**src/rtl/tlbi_pkg.sv**
```systemverilog
package tlbi_pkg;
  localparam int ASID_W   = 16;
  localparam int OPND_W   = 64;
  localparam int ASID_LSB = 48;

  typedef enum logic [1:0] {
    ST_IDLE  = 2'd0,
    ST_SWEEP = 2'd1,
    ST_DRAIN = 2'd2
  } inv_state_t;
endpackage

```
**src/rtl/tlbi_entry_array.sv**
```systemverilog
module tlbi_entry_array
  import tlbi_pkg::*;
#(
  parameter int ENTRIES     = 16,
  parameter int VPN_W       = 20,
  parameter int VMID_W      = 16,
  parameter int SEC_W       = 2,
  parameter bit CLR_XS_EXCL = 1'b0,
  parameter int IDX_W       = $clog2(ENTRIES)
) (
  input  logic              clk,
  input  logic              rst,
  input  logic              fill_en,
  input  logic [IDX_W-1:0]  fill_idx,
  input  logic [VPN_W-1:0]  fill_vpn,
  input  logic [ASID_W-1:0] fill_asid,
  input  logic [VMID_W-1:0] fill_vmid,
  input  logic [SEC_W-1:0]  fill_sec,
  input  logic              fill_xs,
  input  logic              fill_el10,
  input  logic              lk_valid,
  input  logic [VPN_W-1:0]  lk_vpn,
  input  logic [ASID_W-1:0] lk_asid,
  input  logic [VMID_W-1:0] lk_vmid,
  input  logic [SEC_W-1:0]  lk_sec,
  output logic              lk_hit,
  output logic [IDX_W-1:0]  lk_idx,
  input  logic              busy,
  input  logic              clr_en,
  input  logic [IDX_W-1:0]  clr_idx,
  input  logic [ASID_W-1:0] r_asid,
  input  logic [VMID_W-1:0] r_vmid,
  input  logic [SEC_W-1:0]  r_sec,
  input  logic              r_excl
);
  logic [ENTRIES-1:0] e_valid;
  logic [VPN_W-1:0]   e_vpn  [ENTRIES];
  logic [ASID_W-1:0]  e_asid [ENTRIES];
  logic [VMID_W-1:0]  e_vmid [ENTRIES];
  logic [SEC_W-1:0]   e_sec  [ENTRIES];
  logic [ENTRIES-1:0] e_xs;
  logic [ENTRIES-1:0] e_el10;

  logic [ENTRIES-1:0] in_scope;
  logic [ENTRIES-1:0] hit_vec;

  // per-entry comparators
  for (genvar g = 0; g < ENTRIES; g++) begin : g_cmp
    assign in_scope[g] = e_el10[g]
                       & (e_asid[g] == r_asid)
                       & (e_vmid[g] == r_vmid)
                       & (e_sec[g]  == r_sec)
                       & (~r_excl | ~e_xs[g] | CLR_XS_EXCL);
    assign hit_vec[g]  = e_valid[g]
                       & (e_vpn[g]  == lk_vpn)
                       & (e_asid[g] == lk_asid)
                       & (e_vmid[g] == lk_vmid)
                       & (e_sec[g]  == lk_sec)
                       & ~(busy & in_scope[g]);
  end

  // valid bits: sweep clear, then fill overrides
  always_ff @(posedge clk) begin
    if (rst) begin
      e_valid <= '0;
    end else begin
      if (clr_en && in_scope[clr_idx]) e_valid[clr_idx] <= 1'b0;
      if (fill_en)                     e_valid[fill_idx] <= 1'b1;
    end
  end

  // tag payload, no reset
  always_ff @(posedge clk) begin
    if (fill_en) begin
      e_vpn[fill_idx]  <= fill_vpn;
      e_asid[fill_idx] <= fill_asid;
      e_vmid[fill_idx] <= fill_vmid;
      e_sec[fill_idx]  <= fill_sec;
      e_xs[fill_idx]   <= fill_xs;
      e_el10[fill_idx] <= fill_el10;
    end
  end

  logic             any_hit;
  logic [IDX_W-1:0] first_hit;

  always_comb begin
    any_hit   = 1'b0;
    first_hit = '0;
    for (int i = ENTRIES - 1; i >= 0; i--) begin
      if (hit_vec[i]) begin
        any_hit   = 1'b1;
        first_hit = IDX_W'(i);
      end
    end
  end

  always_ff @(posedge clk) begin
    if (rst) begin
      lk_hit <= 1'b0;
      lk_idx <= '0;
    end else begin
      lk_hit <= lk_valid & any_hit;
      lk_idx <= first_hit;
    end
  end
endmodule

```
**src/rtl/tlbi_acc_tracker.sv**
```systemverilog
module tlbi_acc_tracker
  import tlbi_pkg::*;
#(
  parameter int SLOTS  = 8,
  parameter int VMID_W = 16,
  parameter int SEC_W  = 2,
  parameter int SLOT_W = $clog2(SLOTS)
) (
  input  logic              clk,
  input  logic              rst,
  input  logic              acc_issue,
  input  logic [SLOT_W-1:0] acc_issue_slot,
  input  logic [ASID_W-1:0] acc_asid,
  input  logic [VMID_W-1:0] acc_vmid,
  input  logic [SEC_W-1:0]  acc_sec,
  input  logic              acc_xs,
  input  logic              acc_retire,
  input  logic [SLOT_W-1:0] acc_retire_slot,
  input  logic              snap_take,
  input  logic [ASID_W-1:0] r_asid,
  input  logic [VMID_W-1:0] r_vmid,
  input  logic [SEC_W-1:0]  r_sec,
  input  logic              r_excl,
  output logic              blocked
);
  logic [SLOTS-1:0]  s_valid;
  logic [SLOTS-1:0]  s_snap;
  logic [ASID_W-1:0] s_asid [SLOTS];
  logic [VMID_W-1:0] s_vmid [SLOTS];
  logic [SEC_W-1:0]  s_sec  [SLOTS];
  logic [SLOTS-1:0]  s_xs;
  logic [SLOTS-1:0]  s_block;

  for (genvar g = 0; g < SLOTS; g++) begin : g_slot
    assign s_block[g] = s_valid[g] & s_snap[g]
                      & (s_asid[g] == r_asid)
                      & (s_vmid[g] == r_vmid)
                      & (s_sec[g]  == r_sec)
                      & (~r_excl | ~s_xs[g]);
  end

  assign blocked = |s_block;

  always_ff @(posedge clk) begin
    if (rst) begin
      s_valid <= '0;
      s_snap  <= '0;
    end else begin
      if (snap_take) s_snap <= s_valid;
      if (acc_retire) begin
        s_valid[acc_retire_slot] <= 1'b0;
        s_snap[acc_retire_slot]  <= 1'b0;
      end
      if (acc_issue) begin
        s_valid[acc_issue_slot] <= 1'b1;
        s_snap[acc_issue_slot]  <= 1'b0;
      end
    end
  end

  always_ff @(posedge clk) begin
    if (acc_issue) begin
      s_asid[acc_issue_slot] <= acc_asid;
      s_vmid[acc_issue_slot] <= acc_vmid;
      s_sec[acc_issue_slot]  <= acc_sec;
      s_xs[acc_issue_slot]   <= acc_xs;
    end
  end
endmodule

```
**src/rtl/tlbi_ctrl.sv**
```systemverilog
module tlbi_ctrl
  import tlbi_pkg::*;
#(
  parameter int ENTRIES = 16,
  parameter int VMID_W  = 16,
  parameter int SEC_W   = 2,
  parameter int PEERS   = 4,
  parameter int IDX_W   = $clog2(ENTRIES)
) (
  input  logic              clk,
  input  logic              rst,
  input  logic              req_valid,
  input  logic [ASID_W-1:0] req_asid,
  input  logic              req_excl,
  input  logic [VMID_W-1:0] req_vmid,
  input  logic [SEC_W-1:0]  req_sec,
  input  logic              blocked,
  output logic              req_ready,
  output logic              busy,
  output logic              done,
  output logic [PEERS-1:0]  bcast,
  output logic              sweep_en,
  output logic [IDX_W-1:0]  sweep_idx,
  output logic [ASID_W-1:0] r_asid,
  output logic [VMID_W-1:0] r_vmid,
  output logic [SEC_W-1:0]  r_sec,
  output logic              r_excl,
  output logic              snap_take
);
  localparam logic [IDX_W-1:0] LAST_IDX = IDX_W'(ENTRIES - 1);

  inv_state_t       state;
  logic [IDX_W-1:0] ptr;
  logic             accept;

  assign accept    = req_valid & req_ready & (state == ST_IDLE);
  assign snap_take = accept;
  assign sweep_en  = (state == ST_SWEEP);
  assign sweep_idx = ptr;

  always_ff @(posedge clk) begin
    if (rst) begin
      state     <= ST_IDLE;
      ptr       <= '0;
      req_ready <= 1'b1;
      busy      <= 1'b0;
      done      <= 1'b0;
      bcast     <= '0;
      r_asid    <= '0;
      r_vmid    <= '0;
      r_sec     <= '0;
      r_excl    <= 1'b0;
    end else begin
      done  <= 1'b0;
      bcast <= '0;
      unique case (state)
        ST_IDLE: begin
          if (accept) begin
            r_asid    <= req_asid;
            r_vmid    <= req_vmid;
            r_sec     <= req_sec;
            r_excl    <= req_excl;
            ptr       <= '0;
            busy      <= 1'b1;
            req_ready <= 1'b0;
            bcast     <= '1;
            state     <= ST_SWEEP;
          end
        end
        ST_SWEEP: begin
          if (ptr == LAST_IDX) state <= ST_DRAIN;
          else                 ptr   <= ptr + 1'b1;
        end
        ST_DRAIN: begin
          if (!blocked) begin
            done      <= 1'b1;
            busy      <= 1'b0;
            req_ready <= 1'b1;
            state     <= ST_IDLE;
          end
        end
        default: state <= ST_IDLE;
      endcase
    end
  end
endmodule

```
**src/rtl/tlb_asid_inval.sv**
```systemverilog
module tlb_asid_inval
  import tlbi_pkg::*;
#(
  parameter int ENTRIES     = 16,
  parameter int VPN_W       = 20,
  parameter int VMID_W      = 16,
  parameter int SEC_W       = 2,
  parameter int SLOTS       = 8,
  parameter int PEERS       = 4,
  parameter bit CLR_XS_EXCL = 1'b0,
  parameter int IDX_W       = $clog2(ENTRIES),
  parameter int SLOT_W      = $clog2(SLOTS)
) (
  input  logic              clk,
  input  logic              rst,
  input  logic              inv_valid,
  output logic              inv_ready,
  input  logic [OPND_W-1:0] inv_operand,
  input  logic              inv_excl_xs,
  input  logic [VMID_W-1:0] inv_vmid,
  input  logic [SEC_W-1:0]  inv_sec,
  output logic              inv_busy,
  output logic              inv_done,
  output logic [PEERS-1:0]  peer_inval,
  input  logic              fill_en,
  input  logic [IDX_W-1:0]  fill_idx,
  input  logic [VPN_W-1:0]  fill_vpn,
  input  logic [ASID_W-1:0] fill_asid,
  input  logic [VMID_W-1:0] fill_vmid,
  input  logic [SEC_W-1:0]  fill_sec,
  input  logic              fill_xs,
  input  logic              fill_el10,
  input  logic              lk_valid,
  input  logic [VPN_W-1:0]  lk_vpn,
  input  logic [ASID_W-1:0] lk_asid,
  input  logic [VMID_W-1:0] lk_vmid,
  input  logic [SEC_W-1:0]  lk_sec,
  output logic              lk_hit,
  output logic [IDX_W-1:0]  lk_idx,
  input  logic              acc_issue,
  input  logic [SLOT_W-1:0] acc_issue_slot,
  input  logic [ASID_W-1:0] acc_asid,
  input  logic [VMID_W-1:0] acc_vmid,
  input  logic [SEC_W-1:0]  acc_sec,
  input  logic              acc_xs,
  input  logic              acc_retire,
  input  logic [SLOT_W-1:0] acc_retire_slot
);
  logic [ASID_W-1:0] cmd_asid;
  logic              unused_rsvd;

  // ASID field of the operand; the low part is reserved
  assign cmd_asid    = inv_operand[ASID_LSB +: ASID_W];
  assign unused_rsvd = ^inv_operand[ASID_LSB-1:0];

  logic              sweep_en;
  logic [IDX_W-1:0]  sweep_idx;
  logic [ASID_W-1:0] r_asid;
  logic [VMID_W-1:0] r_vmid;
  logic [SEC_W-1:0]  r_sec;
  logic              r_excl;
  logic              snap_take;
  logic              blocked;

  tlbi_ctrl #(
    .ENTRIES(ENTRIES), .VMID_W(VMID_W), .SEC_W(SEC_W), .PEERS(PEERS)
  ) u_ctrl (
    .clk(clk), .rst(rst),
    .req_valid(inv_valid), .req_asid(cmd_asid), .req_excl(inv_excl_xs),
    .req_vmid(inv_vmid), .req_sec(inv_sec), .blocked(blocked),
    .req_ready(inv_ready), .busy(inv_busy), .done(inv_done), .bcast(peer_inval),
    .sweep_en(sweep_en), .sweep_idx(sweep_idx),
    .r_asid(r_asid), .r_vmid(r_vmid), .r_sec(r_sec), .r_excl(r_excl),
    .snap_take(snap_take)
  );

  tlbi_entry_array #(
    .ENTRIES(ENTRIES), .VPN_W(VPN_W), .VMID_W(VMID_W), .SEC_W(SEC_W),
    .CLR_XS_EXCL(CLR_XS_EXCL)
  ) u_array (
    .clk(clk), .rst(rst),
    .fill_en(fill_en), .fill_idx(fill_idx), .fill_vpn(fill_vpn),
    .fill_asid(fill_asid), .fill_vmid(fill_vmid), .fill_sec(fill_sec),
    .fill_xs(fill_xs), .fill_el10(fill_el10),
    .lk_valid(lk_valid), .lk_vpn(lk_vpn), .lk_asid(lk_asid),
    .lk_vmid(lk_vmid), .lk_sec(lk_sec), .lk_hit(lk_hit), .lk_idx(lk_idx),
    .busy(inv_busy), .clr_en(sweep_en), .clr_idx(sweep_idx),
    .r_asid(r_asid), .r_vmid(r_vmid), .r_sec(r_sec), .r_excl(r_excl)
  );

  tlbi_acc_tracker #(
    .SLOTS(SLOTS), .VMID_W(VMID_W), .SEC_W(SEC_W)
  ) u_track (
    .clk(clk), .rst(rst),
    .acc_issue(acc_issue), .acc_issue_slot(acc_issue_slot),
    .acc_asid(acc_asid), .acc_vmid(acc_vmid), .acc_sec(acc_sec),
    .acc_xs(acc_xs), .acc_retire(acc_retire), .acc_retire_slot(acc_retire_slot),
    .snap_take(snap_take),
    .r_asid(r_asid), .r_vmid(r_vmid), .r_sec(r_sec), .r_excl(r_excl),
    .blocked(blocked)
  );
endmodule

```
**config.mk**
```make
export PLATFORM = sky130hd
export DESIGN_NAME = tlb_asid_inval
export DESIGN_NICKNAME = d
export VERILOG_FILES = /design/src/rtl/tlbi_pkg.sv /design/src/rtl/tlbi_entry_array.sv /design/src/rtl/tlbi_acc_tracker.sv /design/src/rtl/tlbi_ctrl.sv /design/src/rtl/tlb_asid_inval.sv
export SDC_FILE = /design/constraint.sdc
export NUM_CORES = 2
export LEC_CHECK = 0
export BUFFER_PORTS_ARGS = -buffer_cell sky130_fd_sc_hd__buf_4
export CAP_MARGIN = 40
export CORE_MARGIN = 2
export CORE_UTILIZATION = 56
export DETAILED_ROUTE_END_ITERATION = 8
export GPL_TIMING_DRIVEN = 0
export PLACE_DENSITY_LB_ADDON = 0.12
export SKIP_LAST_GASP = 1
export SLEW_MARGIN = 10
export SYNTH_ARGS = -nofsm -noshare
export SYNTH_HDL_FRONTEND = slang
export SYNTH_SLANG_ARGS = --single-unit
```
**constraint.sdc**
```tcl
create_clock -name clk -period 6.5 [get_ports clk]
set_clock_uncertainty 0.05 [all_clocks]
set_input_delay 1.3 -clock clk [delete_from_list [all_inputs] [get_ports clk]]
set_output_delay 1.3 -clock clk [all_outputs]
set_load 0.02 [all_outputs]
```
# Word level (Yosys, flattened, before mapping)
# Memory sizes are Yosys's and may differ from the RTL's.
# Index checks and enable logic that the tools add are counted.
dict set report word_totals {
  n_memories 7
  inputBits 245
  regBits 125
  wordCells 552
  output_inout_bits 12
  mem_bits_rw 1136
}
# name depth width read_ports rd_ports_with_merged_regs write_ports line
set mem_list {}
lappend mem_list {u_array.e_vpn 16 20 16 0 1 tlbi_entry_array.sv:37} ;# logic [VPN_W-1:0] e_vpn [ENTRIES];
lappend mem_list {u_array.e_asid 16 16 16 0 1 tlbi_entry_array.sv:38} ;# logic [ASID_W-1:0] e_asid [ENTRIES];
lappend mem_list {u_array.e_vmid 16 16 16 0 1 tlbi_entry_array.sv:39} ;# logic [VMID_W-1:0] e_vmid [ENTRIES];
lappend mem_list {u_track.s_asid 8 16 8 0 1 tlbi_acc_tracker.sv:28} ;# logic [ASID_W-1:0] s_asid [SLOTS];
lappend mem_list {u_track.s_vmid 8 16 8 0 1 tlbi_acc_tracker.sv:29} ;# logic [VMID_W-1:0] s_vmid [SLOTS];
lappend mem_list {u_array.e_sec 16 2 16 0 1 tlbi_entry_array.sv:40} ;# logic [SEC_W-1:0] e_sec [ENTRIES];
lappend mem_list {{1 more memories} - - - - - -}
dict set report classes {
  eq_ne 143
  n_bitwise 279
  magnitude_cmp 8
  mux 74
  reduce_logical 19
  add_sub_neg 1
}
# op n
set op_table {}
lappend op_table {{== test 16 bit} 80}
lappend op_table {{== test 20 bit} 16}
lappend op_table {{AND 1 bit} 203}
lappend op_table {{== test 2 bit} 40}
lappend op_table {{2-to-1 mux 8 bit} 8}
lappend op_table {{2-to-1 mux 16 bit} 3}
lappend op_table {{2-to-1 mux 4 bit} 11}
lappend op_table {{NOT 1 bit} 43}
lappend op_table {{bitwise mux 16 bit} 2}
lappend op_table {{2-to-1 mux 1 bit} 31}
lappend op_table {{AND 8 bit} 3}
lappend op_table {{bitwise OR 1 bit} 24}
lappend op_table {{AND 16 bit} 1}
lappend op_table {{NOT 16 bit} 1}
lappend op_table {{NOT 8 bit} 2}
lappend op_table {{bitwise OR 16 bit} 1}
lappend op_table {{2-to-1 mux 3 bit} 4}
lappend op_table {{less-than comparator 4 x 5 -> 1 bit, second input constant} 2}
lappend op_table {{2-to-1 mux 2 bit} 5}
lappend op_table {{AND reduction 3 bit} 3}
lappend op_table {{OR reduction 9 bit} 1}
lappend op_table {{bitwise mux 8 bit} 1}
lappend op_table {{demux 1 bit (select 4 bit)} 2}
lappend op_table {{greater-or-equal comparator 4 x 1 -> 1 bit, second input constant} 2}
lappend op_table {{other kinds (21)} 35}

# Depth between registers and ports, before layout
# An unclocked memory read counts as a cell.
dict set report logic_depth {
  depth_word 26
  mapped_depth 13
}

# Hierarchy
# A second synthesis with hierarchy kept.
dict set report hier_totals {
  hier_cells 4245
  hier_area_um2 58886.5
}
# mod seq_area_each_um2 cells_per_inst n_inst area_each_um2
set by_module_without_submodules {}
lappend by_module_without_submodules {tlbi_entry_array 27326.2 3268 1 44707.9}
lappend by_module_without_submodules {tlbi_acc_tracker 8728.4 777 1 12483.2}
lappend by_module_without_submodules {tlbi_ctrl 900.9 200 1 1695.4}

# Least setup slack after synthesis
# OpenSTA, ideal clock, no wires.
dict set report synth_path {
  path_kind {input to register}
  from {input fill_idx[3]}
  to {register u_array.e_valid[0]}
  path_slack_ns 0.086
  arrival_ns 6.273
  cell_stages 4
  path_buffers 0
  cell_sequence {or3b_2 nor3_1 nor4bb_1 nor3_1}
}
dict set report synth_between {
  elab_chain_len 6
  word_cells_on_any_way 7
  cone_classes {order compare (2); mux (3); bitwise (1); reduce/logical (1)}
}
# item line
set synth_lines {}
lappend synth_lines {{start: declaration} tlb_asid_inval.sv:26} ;# input logic [IDX_W-1:0] fill_idx,
lappend synth_lines {{less-than comparator 4 x 5 -> 1 bit (not written as such) / greater-or-equal comparator 4 x 1 -> 1 bit (equally long branches)} tlbi_entry_array.sv:68} ;# if (fill_en) e_valid[fill_idx] <= 1'b1;
lappend synth_lines {{logical AND 1 bit (not written as such)} tlbi_entry_array.sv:68}
lappend synth_lines {{2-to-1 mux 1 bit (not written as such)} tlbi_entry_array.sv:68}
lappend synth_lines {{demux 1 bit (select 4 bit) (*)} -}
lappend synth_lines {{bitwise OR 16 bit (no line) (*)} -}
lappend synth_lines {{2-to-1 mux 16 bit (*)} tlbi_entry_array.sv:68}
lappend synth_lines {{end signal: assignment} tlbi_entry_array.sv:65} ;# e_valid <= '0;
lappend synth_lines {{end signal: indexed assignment} tlbi_entry_array.sv:67} ;# if (clr_en && in_scope[clr_idx]) e_valid[clr_idx] <= 1'b0;
lappend synth_lines {{end signal: indexed assignment} tlbi_entry_array.sv:68}
lappend synth_lines {{end: declaration} tlbi_entry_array.sv:36} ;# logic [ENTRIES-1:0] e_valid;
# Every way passes the cells marked *; elsewhere a longest branch is shown, timed or not.
# A chain may end at the register's enable or synchronous reset.

# Final worst setup path
dict set report layout_path {
  from {input lk_asid[9]}
  to {register u_array.lk_idx[1]}
}
dict set report layout_between {
  elab_chain_len 19
  word_cells_on_any_way 95
  cone_classes {eq/ne (16); mux (14); bitwise (64); reduce/logical (1)}
}
# item line
set layout_lines {}
lappend layout_lines {{start: declaration} tlb_asid_inval.sv:35} ;# input logic [ASID_W-1:0] lk_asid,
lappend layout_lines {{== test 16 bit} tlbi_entry_array.sv:56} ;# & (e_asid[g] == lk_asid)
lappend layout_lines {{AND 1 bit} tlbi_entry_array.sv:56}
lappend layout_lines {{AND 1 bit} tlbi_entry_array.sv:57} ;# & (e_vmid[g] == lk_vmid)
lappend layout_lines {{AND 1 bit} tlbi_entry_array.sv:58} ;# & (e_sec[g] == lk_sec)
lappend layout_lines {{AND 1 bit} tlbi_entry_array.sv:59} ;# & ~(busy & in_scope[g]);
lappend layout_lines {{2-to-1 mux 4 bit (8 in a row)} tlbi_entry_array.sv:91} ;# if (hit_vec[i]) begin
lappend layout_lines {{2-to-1 mux 3 bit (4 in a row)} tlbi_entry_array.sv:91}
lappend layout_lines {{2-to-1 mux 2 bit (2 in a row)} tlbi_entry_array.sv:91}
lappend layout_lines {{end signal: assignment} tlbi_entry_array.sv:104} ;# lk_idx <= first_hit;
lappend layout_lines {{end: declaration} tlbi_entry_array.sv:27} ;# output logic [IDX_W-1:0] lk_idx,
# Several ways; a longest one is shown, not always the timed one.

==> run summary <==
Sink Count: 1258
die width: 327 um
clk root buf: clkbuf_16
reg2reg setup slack: 1.46 ns
Worst path slowest cell: clkinv_1
Nets: 4858
Fin Setup TNS: 0 ns
Hold Path Class: reg2reg
Detail Route Antenna Nets: 0
share of cells above drive strength 1: 13.9%
hold_sp: u_array.e_valid[4]$_SDFF_PP0_
PwrDens: 288 nW/um2
CP top delay family: buffers and inverters
top_reg_cell synth: edfxtp_1
Mapped Nets: 4475
CTS tree: done
Slew Limit Fails: 0
Post-CTS Hold Fix Bufs: 0
crit path max fanout: 10
Adder-Cell Fraction of Synth Area: 0.0856%
dpl hpwl: 182000 um
NetSw: 5.41 mW
core box area: 103000 um2
CTS buffer count: 136
Max Cap Viol: 0
main combinational cell family by area after synthesis: XOR/XNOR gates
Wirelength per Cell: 46.3 um
mux share of post-synthesis cell area: 0.205%
post-synth top area share: 60.4%
Worst Setup End Kind: flop
TritonRoute pass-1 iters: 6
largest net degree at the start of global routing: 32
sequential-to-total area share from yosys stat: 63.2%
first-pass GRT wire length: 363000 um
Max IR drop VDD: 0.000267 V
die area: 107000 um2
fillers: 7792
Crit Path Class: in2reg
Int Power: 14.0 mW
EDFF count, synth: 1176
WP data arrival: 5.84 ns
Req. time, crit path: 7.06 ns
reg2reg end: u_array.lk_idx[1]$_SDFF_PP0_
routed vias: 44400
Synth Area in Compound Gates: 3.40%
Iteration-0 DRC Markers: 11000
most frequent cells in the layout: edfxtp_1 (1176), xnor2_1 (818), xor2_1 (701)
I/O pin count: 257
buffers added on ports: 159
via density per instance: 7.23
aggregate global-route resource usage: 52.5%
placed cell area: 62800 um2
Cell Chain, Critical Path: buf_4 -> buf_2 -> clkinv_1 -> a22o_1 -> nor4_1 -> nand4_1 -> nor4_1 -> nor2_1 -> o21ai_0 -> a21oi_1 -> o21ai_0 -> a21oi_1
Rows: 118
cell taking the most area after synthesis: edfxtp_1
Post-Route WL: 285000 um
worst r2r src: u_ctrl.r_vmid[10]$_SDFFE_PP0P_
Setup violations, final: 0
Slew headroom: 29.3%
Final Cell Area: 67200 um2
drc violations: 0
Post-Synth Simple-Gate Area: 7.90%
Lkg Pwr: 22.6 nW
Mapped Cells: 4226
synth top area cells: edfxtp_1 (60%), xnor2_1 (12%), xor2_1 (10%)
switch share: 27.9%
Comb pwr share: 13.7%
Hold Crit Depth: 2
min Tclk post-route: 5.28 ns
most common cell after layout, fill and taps aside: edfxtp_1
worst slew pin tran: 1.06 ns
Clock transition at path regs: 0.06 ns
post-synthesis xor/xnor area fraction: 22.8%
area growth from synthesis to layout: 14.8%
Mapped Area: 58500 um2
deepest clock path buffer count: 3
crit share post-route: 81.3%
Async S/R FF share, synth: 0%
Min-Delay Endpoint: u_array.e_valid[4]$_SDFF_PP0_
Hold Fails Final Rpt: 0
Critical Path Max Stage Delay: 0.90 ns
Routability Congestion: 1.08
type of origin of the critical path: input port
Syn Area/Cell: 13.8 um2
Initial Util: 56.5%
Peak Freq: 0.189 GHz
r2r worst-path depth: 12
H-tree level count: 4
vias in the first global route: 39100
worst setup margin: 1.22 ns
clock share of power: 38.9%
dpl ws: 0.973 ns
initial antenna violation count: 42
Yosys cell types: 67
status: finished, final reports clean
Skew-Pair Late Insertion Delay: 0.79 ns
RSZ-0062 raised after global routing: false
post-cts sizing count: 0
Flop pwr share: 47.5%
global route overflow: 0
Crit path buffers/inverters: 3
total number of yosys warnings: 0
Setup Buffers After CTS: 0
Die Span Y: 327 um
Synth Register Bits: 1258
[cell families after synthesis]
kind of cell             count (synthesis)
adder cells (fa/ha/maj)                  4
AO/OA/AOI/OAI                          284
buffers and inverters                  323
multiplexers                            12
XOR/XNOR                              1520
flip-flops                            1258
AND/OR/NAND/NOR                        825
[worst max path at each step]
| stage | endpoint | slack [ns] | from | depth (start not counted) |
|---|---|---|---|---|
| floorplan | u_array.e_valid[0]$_SDFF_PP0_ | 0.09 | fill_idx[3] | 4 |
| global placement | u_array.e_valid[0]$_SDFF_PP0_ | -2.63 | fill_idx[3] | 5 |
| detailed placement | u_array.lk_idx[1]$_SDFF_PP0_ | 0.97 | lk_asid[9] | 12 |
| CTS | u_array.lk_idx[1]$_SDFF_PP0_ | 1.77 | lk_asid[9] | 12 |
| global route | u_array.lk_idx[1]$_SDFF_PP0_ | 1.55 | lk_asid[9] | 12 |
| finish | u_array.lk_idx[1]$_SDFF_PP0_ | 1.22 | lk_asid[9] | 12 |
[power groups by stage]
stage	Combinational (mW)	Sequential (mW)	Clock, mW
floorplan	1.15	9.33	0
global placement	2.38	9.36	0
detailed placement	2.43	9.35	0
CTS	2.44	9.18	7.42
global route	2.57	9.20	7.75
finish	2.65	9.19	7.52
[cells in the mapped netlist, drive strengths merged, types with 13 or more instances]
cell,n
a21oi,81
a221oi,20
a22o,13
buf,189
clkbuf,44
dfxtp,82
edfxtp,1176
inv,85
nand2,124
nand2b,16
nand3,47
nand4,252
nor2,69
nor3,48
nor4,222
o21ai,24
o22ai,50
o2bb2ai,17
xnor2,819
xor2,701
[routing by layer]
| metal | up-vias | global-route usage [%] | part of all wire [%] |
|---|---|---|---|
| li1 | 16200 | - | - |
| met3 | 1321 | 22.2 | 17 |
| met4 | 10 | 39.8 | 9.7 |
| met5 | - | 0.532 | 0.043 |
| met2 | 5058 | 71.0 | 40 |
| met1 | 21800 | 66.6 | 33 |
[worst register-to-register path: stages, from the launching register on]
cell,delay [ns]
dfxtp_1,0.30
buf_2,0.57
buf_2,0.83
xnor2_1,0.23
nand4_1,0.14
nor4_1,0.79
a2111oi_0,0.32
buf_1,0.23
nor2_1,0.31
o21ai_0,0.16
a21oi_1,0.35
o21ai_0,0.14
a21oi_1,0.47
[flip-flops by register name, summed over array words and instances, names as in the netlist, 32 cells and up]
signal and flops:
u_track.s_asid 128, u_array.e_asid 256, u_array.e_sec 32, u_track.s_vmid 128, u_array.e_vmid 256, u_array.e_vpn 320
[per-stage QoR]
step	power (mW)	hold WS, ns	instances	util, %
after floorplan	10.5	0.400	4226	-
after global placement	11.7	0.422	5765	59.3
after detailed placement	11.8	0.434	5849	60.7
after CTS	19.0	0.446	6093	64.7
after global routing	19.5	0.474	6097	64.8
final	19.4	0.458	6140	64.9
[final cells by class]
type,instances,area [um2],area share [%]
flip-flops and latches,1258,37000,55.0
multi-input cells,2645,20300,30.2
clock buffers,195,3880,5.77
well taps,1380,1730,2.57
diodes,45,113,0.168
clock inverters,49,312,0.464
inverters,90,338,0.503
plain buffers,233,1130,1.68
repair buffers,245,2430,3.62
Power figures use the tool's default switching activity.
